**config.mk**
```make
export PLATFORM = sky130hd
export DESIGN_NAME = dbg_bus_cmp
export DESIGN_NICKNAME = d
export VERILOG_FILES = /design/src/rtl/dbg_cmp_pkg.sv /design/src/rtl/dbg_cmp_regs.sv /design/src/rtl/dbg_cmp_match.sv /design/src/rtl/dbg_cmp_tag.sv /design/src/rtl/dbg_bus_cmp.sv
export SDC_FILE = /design/constraint.sdc
export NUM_CORES = 1
export LEC_CHECK = 0
export BUFFER_PORTS_ARGS = -buffer_cell sky130_fd_sc_hd__buf_4
export CAP_MARGIN = 20
export CORE_ASPECT_RATIO = 0.5
export CORE_MARGIN = 2
export CORE_UTILIZATION = 40
export DETAILED_ROUTE_END_ITERATION = 16
export GPL_TIMING_DRIVEN = 0
export HOLD_SLACK_MARGIN = 0.15
export PLACE_DENSITY = 0.72
export SLEW_MARGIN = 25
export SYNTH_ARGS = -nofsm -noshare
export SYNTH_HDL_FRONTEND = slang
export SYNTH_SLANG_ARGS = --single-unit
```
**constraint.sdc**
```tcl
create_clock -name clk -period 4.5 [get_ports clk]
set_clock_uncertainty 0.15 [all_clocks]
set_input_delay 0.9 -clock clk [delete_from_list [all_inputs] [get_ports clk]]
set_output_delay 0.9 -clock clk [all_outputs]
set_load 0.01 [all_outputs]
```
**src/rtl/dbg_cmp_pkg.sv**
```systemverilog
package dbg_cmp_pkg;
  localparam int REG_W   = 8;
  localparam int NREG    = 7;
  localparam int IDX_W   = 3;
  localparam logic [IDX_W-1:0] IDX_CTRL   = 3'd0;
  localparam logic [IDX_W-1:0] IDX_ADDR_H = 3'd1;
  localparam logic [IDX_W-1:0] IDX_ADDR_L = 3'd2;
  localparam logic [IDX_W-1:0] IDX_DATA_H = 3'd3;
  localparam logic [IDX_W-1:0] IDX_DATA_L = 3'd4;
  localparam logic [IDX_W-1:0] IDX_MASK_H = 3'd5;
  localparam logic [IDX_W-1:0] IDX_MASK_L = 3'd6;

  typedef struct packed {
    logic [1:0] spare;
    logic       size_byte;
    logic       size_chk;
    logic       dir_read;
    logic       dir_chk;
    logic       tag_mode;
    logic       enable;
  } cmp_ctrl_t;
endpackage

```
**src/rtl/dbg_cmp_regs.sv**
```systemverilog
module dbg_cmp_regs
  import dbg_cmp_pkg::*;
#(
  parameter int AW = 16,
  parameter int DW = 16
) (
  input  logic             clk,
  input  logic             rst,
  input  logic             arm,
  input  logic             we,
  input  logic [1:0]       bank,
  input  logic [IDX_W-1:0] idx,
  input  logic [REG_W-1:0] wdata,
  output logic [REG_W-1:0] rdata,
  output cmp_ctrl_t        ctrl,
  output logic [AW-1:0]    cmp_addr,
  output logic [DW-1:0]    cmp_data,
  output logic [DW-1:0]    cmp_mask
);
  logic [REG_W-1:0] regs [NREG];
  logic             bank_ok;
  logic             wr_ok;

  assign bank_ok = (bank == 2'b00);
  assign wr_ok   = we && bank_ok && !arm;

  always_ff @(posedge clk) begin
    if (rst) begin
      for (int i = 0; i < NREG; i++) regs[i] <= '0;
      rdata <= '0;
    end else begin
      if (wr_ok && (int'(idx) < NREG)) regs[idx] <= wdata;
      if (bank_ok && (int'(idx) < NREG)) rdata <= regs[idx];
      else                               rdata <= '0;
    end
  end

  assign ctrl     = cmp_ctrl_t'(regs[IDX_CTRL]);
  assign cmp_addr = AW'({regs[IDX_ADDR_H], regs[IDX_ADDR_L]});
  assign cmp_data = DW'({regs[IDX_DATA_H], regs[IDX_DATA_L]});
  assign cmp_mask = DW'({regs[IDX_MASK_H], regs[IDX_MASK_L]});

  AST_WRITE_LOCK: assert property (@(posedge clk) disable iff (rst)
    (we && arm) |=> ($stable(cmp_addr) && $stable(cmp_data) && $stable(cmp_mask)
                     && $stable(ctrl))) else $error("write while armed");
  AST_BANK_READ: assert property (@(posedge clk) disable iff (rst)
    (bank != 2'b00) |=> (rdata == '0)) else $error("read outside bank");
endmodule

```
**src/rtl/dbg_cmp_match.sv**
```systemverilog
module dbg_cmp_match
  import dbg_cmp_pkg::*;
#(
  parameter int AW = 16,
  parameter int DW = 16
) (
  input  cmp_ctrl_t     ctrl,
  input  logic [AW-1:0] cmp_addr,
  input  logic [DW-1:0] cmp_data,
  input  logic [DW-1:0] cmp_mask,
  input  logic          bus_valid,
  input  logic [AW-1:0] bus_addr,
  input  logic [DW-1:0] bus_data,
  input  logic          bus_rd,
  input  logic          bus_byte,
  output logic          hit
);
  localparam int NLANE = DW / REG_W;

  logic [DW-1:0] eff_mask;
  logic          addr_hit, data_hit, dir_ok, size_ok;

  // Byte lanes: highest lane sits at the even address; a byte access
  // selects one lane by the low address bit, word access uses all lanes.
  for (genvar l = 0; l < NLANE; l++) begin : g_lane
    logic lane_on;
    assign lane_on = !bus_byte ||
                     (bus_addr[0] == ((NLANE - 1 - l) % 2 == 1));
    assign eff_mask[l*REG_W +: REG_W] = lane_on ? cmp_mask[l*REG_W +: REG_W] : '0;
  end

  assign addr_hit = (bus_addr == cmp_addr);
  assign data_hit = (((bus_data ^ cmp_data) & eff_mask) == '0);
  assign dir_ok   = !ctrl.dir_chk  || (bus_rd   == ctrl.dir_read);
  assign size_ok  = !ctrl.size_chk || (bus_byte == ctrl.size_byte);
  assign hit      = bus_valid && ctrl.enable && addr_hit && dir_ok && size_ok &&
                    (ctrl.tag_mode || data_hit);
endmodule

```
**src/rtl/dbg_cmp_tag.sv**
```systemverilog
module dbg_cmp_tag #(
  parameter int AW = 16
) (
  input  logic          clk,
  input  logic          rst,
  input  logic          arm,
  input  logic          tag_mode,
  input  logic          hit,
  input  logic          exec_valid,
  input  logic [AW-1:0] exec_addr,
  input  logic [AW-1:0] cmp_addr,
  output logic          fire
);
  logic pending;

  assign fire = arm && tag_mode && pending && exec_valid && (exec_addr == cmp_addr);

  always_ff @(posedge clk) begin
    if (rst || !arm || !tag_mode) pending <= 1'b0;
    else if (fire)                pending <= 1'b0;
    else if (hit)                 pending <= 1'b1;
  end

  AST_TAG_DROPS_ON_DISARM: assert property (@(posedge clk) disable iff (rst)
    !arm |=> !pending) else $error("tag kept while disarmed");
endmodule

```
**src/rtl/dbg_bus_cmp.sv**
```systemverilog
module dbg_bus_cmp
  import dbg_cmp_pkg::*;
#(
  parameter int AW = 16,
  parameter int DW = 16
) (
  input  logic             clk,
  input  logic             rst,
  input  logic             arm,
  input  logic             reg_we,
  input  logic [1:0]       reg_bank,
  input  logic [IDX_W-1:0] reg_idx,
  input  logic [REG_W-1:0] reg_wdata,
  output logic [REG_W-1:0] reg_rdata,
  input  logic             bus_valid,
  input  logic [AW-1:0]    bus_addr,
  input  logic [DW-1:0]    bus_data,
  input  logic             bus_rd,
  input  logic             bus_byte,
  input  logic             exec_valid,
  input  logic [AW-1:0]    exec_addr,
  output logic             match,
  output logic             match_tagged
);
  cmp_ctrl_t     ctrl;
  logic [AW-1:0] cmp_addr;
  logic [DW-1:0] cmp_data, cmp_mask;
  logic          hit, tag_fire, forced_fire;

  dbg_cmp_regs #(.AW(AW), .DW(DW)) u_regs (
    .clk(clk), .rst(rst), .arm(arm), .we(reg_we), .bank(reg_bank),
    .idx(reg_idx), .wdata(reg_wdata), .rdata(reg_rdata), .ctrl(ctrl),
    .cmp_addr(cmp_addr), .cmp_data(cmp_data), .cmp_mask(cmp_mask)
  );

  dbg_cmp_match #(.AW(AW), .DW(DW)) u_match (
    .ctrl(ctrl), .cmp_addr(cmp_addr), .cmp_data(cmp_data), .cmp_mask(cmp_mask),
    .bus_valid(bus_valid), .bus_addr(bus_addr), .bus_data(bus_data),
    .bus_rd(bus_rd), .bus_byte(bus_byte), .hit(hit)
  );

  dbg_cmp_tag #(.AW(AW)) u_tag (
    .clk(clk), .rst(rst), .arm(arm), .tag_mode(ctrl.tag_mode), .hit(hit),
    .exec_valid(exec_valid), .exec_addr(exec_addr), .cmp_addr(cmp_addr),
    .fire(tag_fire)
  );

  assign forced_fire = arm && !ctrl.tag_mode && hit;

  always_ff @(posedge clk) begin
    if (rst) begin
      match        <= 1'b0;
      match_tagged <= 1'b0;
    end else begin
      match        <= forced_fire || tag_fire;
      match_tagged <= tag_fire;
    end
  end

  AST_MATCH_NEEDS_ARM: assert property (@(posedge clk) disable iff (rst)
    match |-> $past(arm)) else $error("match while disarmed");
  AST_FORCED_ADDR: assert property (@(posedge clk) disable iff (rst)
    (match && !match_tagged) |-> ($past(bus_valid) && $past(bus_addr) == $past(cmp_addr)))
    else $error("forced match without address hit");
  AST_TAGGED_EXEC: assert property (@(posedge clk) disable iff (rst)
    (match && match_tagged) |-> ($past(exec_valid) && $past(exec_addr) == $past(cmp_addr)))
    else $error("tagged match without execute");
  AST_FLAG_WITH_PULSE: assert property (@(posedge clk) disable iff (rst)
    match_tagged |-> match) else $error("flag without pulse");
endmodule

```
* After elaboration in Yosys (flattened, before gate mapping)
Memory sizes are Yosys's and may differ from the RTL's. A register that Yosys moved wholly into a read port is not among the register bits.
Index checks and enable logic that the tools add are counted.
Widths: inputs -> output; s select.
** Word-level totals
- Register bits after elaboration :: 3
- RAM bits :: 56
- Output and inout port bits :: 10
- Memories kept :: 1
** Cells by class
- Magnitude comparators :: 1
- Equality and inequality tests :: 4
- Muxes and demuxes :: 10
- Bitwise operators :: 4
- Reduce and logical (&&, ||, !) cells :: 33
** Memories
- u_regs.regs :: words 7, width 8, rd ports 8, clocked after memory_dff 1, write ports 7, RTL line dbg_cmp_regs.sv:20 : logic [REG_W-1:0] regs [NREG];
** Operators with widths (number)
- $eq 16x16->1 :: 2
- $mux 8 :: 3
- $and 16x16->16 :: 1
- $logic_not 16->1 :: 1
- $xor 16x16->16 :: 1
- $logic_and 1x1->1 :: 15
- $logic_or 1x1->1 :: 8
- $reduce_or 8->1 :: 1
- $mux 1 :: 6
- $logic_not 1->1 :: 5
- $reduce_or 2->1 :: 2
- $lt 3x3->1 const B :: 1
- $mux 3 :: 1
- $eq 1x1->1 :: 2
- $logic_not 2->1 :: 1
- $not 1->1 :: 2

* Longest topological paths before layout
- Word-level depth :: 9
- Depth in mapped cells :: 9
- Mapped depth without buffers :: 6

* By module
A second synthesis with hierarchy kept.
** Second synthesis, totals
- Cell total of the unflattened synthesis :: 330
- Area total of the unflattened synthesis :: 4017.6 um^2
** By module, submodules not included
- dbg_cmp_regs :: times used 1, cells each 241, area an instance 3276.9 um^2, sequential area each 2001.9 um^2
- dbg_cmp_match :: times used 1, cells each 55, area an instance 457.9 um^2, sequential area each 0.0 um^2
- dbg_cmp_tag :: times used 1, cells each 28, area an instance 222.7 um^2, sequential area each 20.0 um^2
- dbg_bus_cmp :: times used 1, cells each 6, area an instance 60.1 um^2, sequential area each 40.0 um^2

* Least setup slack after synthesis
Ideal clock, no wire load.
- Path type :: input -> register
- Start :: input reg_idx[2]
- End :: memory u_regs.regs[0][0], enable pin
- Library setup time :: 0.334 ns
- Arrival :: 2.751 ns
- Required time :: 4.016 ns
- Setup slack :: 1.264 ns
- Stages on the path :: 8
- Buffers on the path :: 3
- Cell sequence :: and2_1 -> buf_6 -> a2111o_1 -> buf_2 -> nor3b_2 -> or4b_1 -> buf_4 -> nand2b_1
** RTL lines
- start, declared :: RTL line dbg_bus_cmp.sv:12 : input logic [IDX_W-1:0] reg_idx,
- end, declared :: RTL line dbg_cmp_regs.sv:20

==> flow_summary.toml <==
[detailed_routing]
route.detailed.drc = 0
first_pass_iters = 4
ant_nets = 0
wl_per_cell_um = 18.70
post_drt_via_cell_ratio = 5.157
vias = 2687
drt_iter0_drc = 246
wirelength_mm = 9.741

[finish]
diodes = 0
n_fill_cell = 728
layout.nets = 468
layout-drive-gt1-share_pct = 31.19
area_delta_synth_final_pct = 29.02

[sta]
hold_viol = 0
min_period_ns = 3.452
tightest_slew_ns = 0.9055
fin_tns_setup_ns = 0
drv_slew = 0
rsz0062_at_grt = "false"
setup_slack_ns = 1.048
setup_viol = 0
fmax_mhz = 289.7
max_slew_margin_pct = 39.51
finalCritPeriodShare_pct = 76.72

[placement]
routabilityCongestion = 0.8325
port_buffers = 78
pre_cts_ws_ns = 0.6617
hpwlAfterDp_mm = 7.438

[clocking]
cts_made_buffers = 9
clockBufferDepth = 2
cts_hold_buf = 0
numClockSinks = 75
postCtsSetupBuffers = 0
root_buffer = "clkbuf_16"
cts.clk_slew.worst_paths_ns = 0.06
postCtsResizedCells = 0
cts_tree = "yes"
cts.htree.levels = 3
clk_latency_ns = 0.33

[run_status]
outcome = "complete, no violations"

[setup_path]
arrival_ns = 3.32
rr_endpoint = "match$_SDFF_PP0_"
cp.required_ns = 4.36
ff2ff_setup_slack_ns = 2.57
endpoint_kind = "flip-flop"
worstRegToRegCells = 6
rr_startpoint = "u_regs.regs[1][7]$_SDFFCE_PN0P_"
cp_max_fo = 10
path_class = "in2reg"
cp-start-kind = "primary input"

[grt]
grt_max_degree = 13
antenna_found_initial = 0
overflow = 0
grt_pass1_vias = 2712
grt_pass1_wl_mm = 14.68
grt_usage_pct = 19.72

[synth]
yosys_most_used_dff = "edfxtp_1"
syn_area_per_cell_um2 = 12.37
synth_most_common_cell = "edfxtp_1"
yosysWarnings = 0
synth_top_area_share_pct = 44.87
netlist-cell-type-count = 39
ys_top_cells_by_count = "edfxtp_1, xor2_1, nor2_1"
synth-edff-count = 56
async_reset_ff_share_pct = 0
yosysTopAreaCell = "edfxtp_1"
yosysSeqAreaShare_pct = 55.03
synth_area_um2 = 3747
synthesis.instances = 303
synthTopCellsByArea = "edfxtp_1, xor2_1, dfxtp_1"
synth_seq_cells = 75

[floorplanning]
num_rows = 24
die_h_um = 72.44
start_util_pct = 42.16
dieArea_um2 = 10210
core_um2 = 8889
die_x_um = 140.9
io_pins = 79

[worst_hold_path]
holdPathStages = 2
hp-start = "u_regs.regs[6][6]$_SDFFE_PP0P_"
hold_class = "reg2reg"
whs_endpoint = "u_regs.regs[6][6]$_SDFFE_PP0P_"

[power]
power_leakage_nw = 1.879
total_power_w = 0.001753
peakVddDrop_v = 0.0002135
p_per_area_nw_per_um2 = 362.5

[flow_run]
cap_violations = 0
worst max-delay path by stage:
stage | start | end | slack [ns] | cells after the start
CTS | reg_idx[2] | u_regs.regs[4][4]$_SDFFCE_PN0P_ | 1.00 | 9
finish | reg_idx[2] | u_regs.regs[4][4]$_SDFFCE_PN0P_ | 1.05 | 9
floorplan | reg_idx[2] | u_regs.regs[0][0]$_SDFFCE_PN0P_ | 1.26 | 8
global route | reg_idx[2] | u_regs.regs[4][4]$_SDFFCE_PN0P_ | 0.84 | 9
detailed placement | reg_idx[2] | u_regs.regs[4][6]$_SDFFCE_PN0P_ | 0.66 | 9
global placement | reg_idx[2] | u_regs.regs[4][6]$_SDFFCE_PN0P_ | 0.74 | 9
cell usage in the layout (no fill, tap or decap), types with 9 or more instances in the layout:
cell	n
buf_4	79
edfxtp_1	56
xor2_1	49
nor2_1	42
nand2_1	19
dfxtp_1	19
mux4_2	16
and2_1	9
clkbuf_16	9
worst max-delay path, stage by stage:
cell and delay (ns):
buf_4 0.12, and2_1 0.16, buf_6 0.14, a2111o_1 0.41
buf_2 0.19, nor3b_2 0.23, buf_2 0.28, nor3b_2 0.52
or2_2 0.36
metal layers:
layer  vias to the layer above  global-route usage (%)  part of all wire (%)  wire, µm
met1                      1304                   26.76                    43      4227
met3                        13                   5.743                   9.4       911
met2                       103                   31.54                    46      4492
li1                       1267                       -                     -         -
met5                         -                       0                     0         0
met4                         0                   5.222                   1.1       109
cell type report:
| class | instances | area [µm²] | share of cell area (%) |
|---|---|---|---|
| flip-flops and latches | 75 | 2062 | 42.65 |
| clock buffers | 12 | 256.5 | 5.305 |
| well taps | 117 | 146.4 | 3.028 |
| multi-input cells | 214 | 1618 | 33.46 |
| inverters | 8 | 30.03 | 0.6211 |
| plain buffers | 13 | 63.81 | 1.320 |
| clock inverters | 4 | 72.57 | 1.501 |
| repair buffers | 78 | 585.6 | 12.11 |
per-stage QoR:
step,instances,instance area [µm²],utilization [%],hold WS [ns]
floorplan,310,3774,-,0.3120
global placement,505,4506,50.69,0.3248
detailed placement,505,4506,50.69,0.3323
CTS,521,4835,54.39,0.3466
global route,521,4835,54.39,0.3641
finish,521,4835,54.39,0.3439
logic make-up after synthesis:
kind of cell	share of synthesized area [%]
simple gates	14.66
mux	11.75
flops	55.02
buf+inv	2.504
other cells	0.1001
xor+xnor	11.69
compound gates	4.274
where the power goes:
group	leakage [nW]	internal [W]	switching [W]
sequential	0.686	0.000773	0.0000247
clock	0.159	0.000514	0.000261
combinational	1.03	0.0000971	0.0000820
state kept, by name, summed over array words and instances (netlist names):
register / flops
u_regs.rdata: 8
match: 1
u_tag.pending: 1
u_regs.regs: 64
match_tagged: 1
Power figures use the tool's default switching activity.
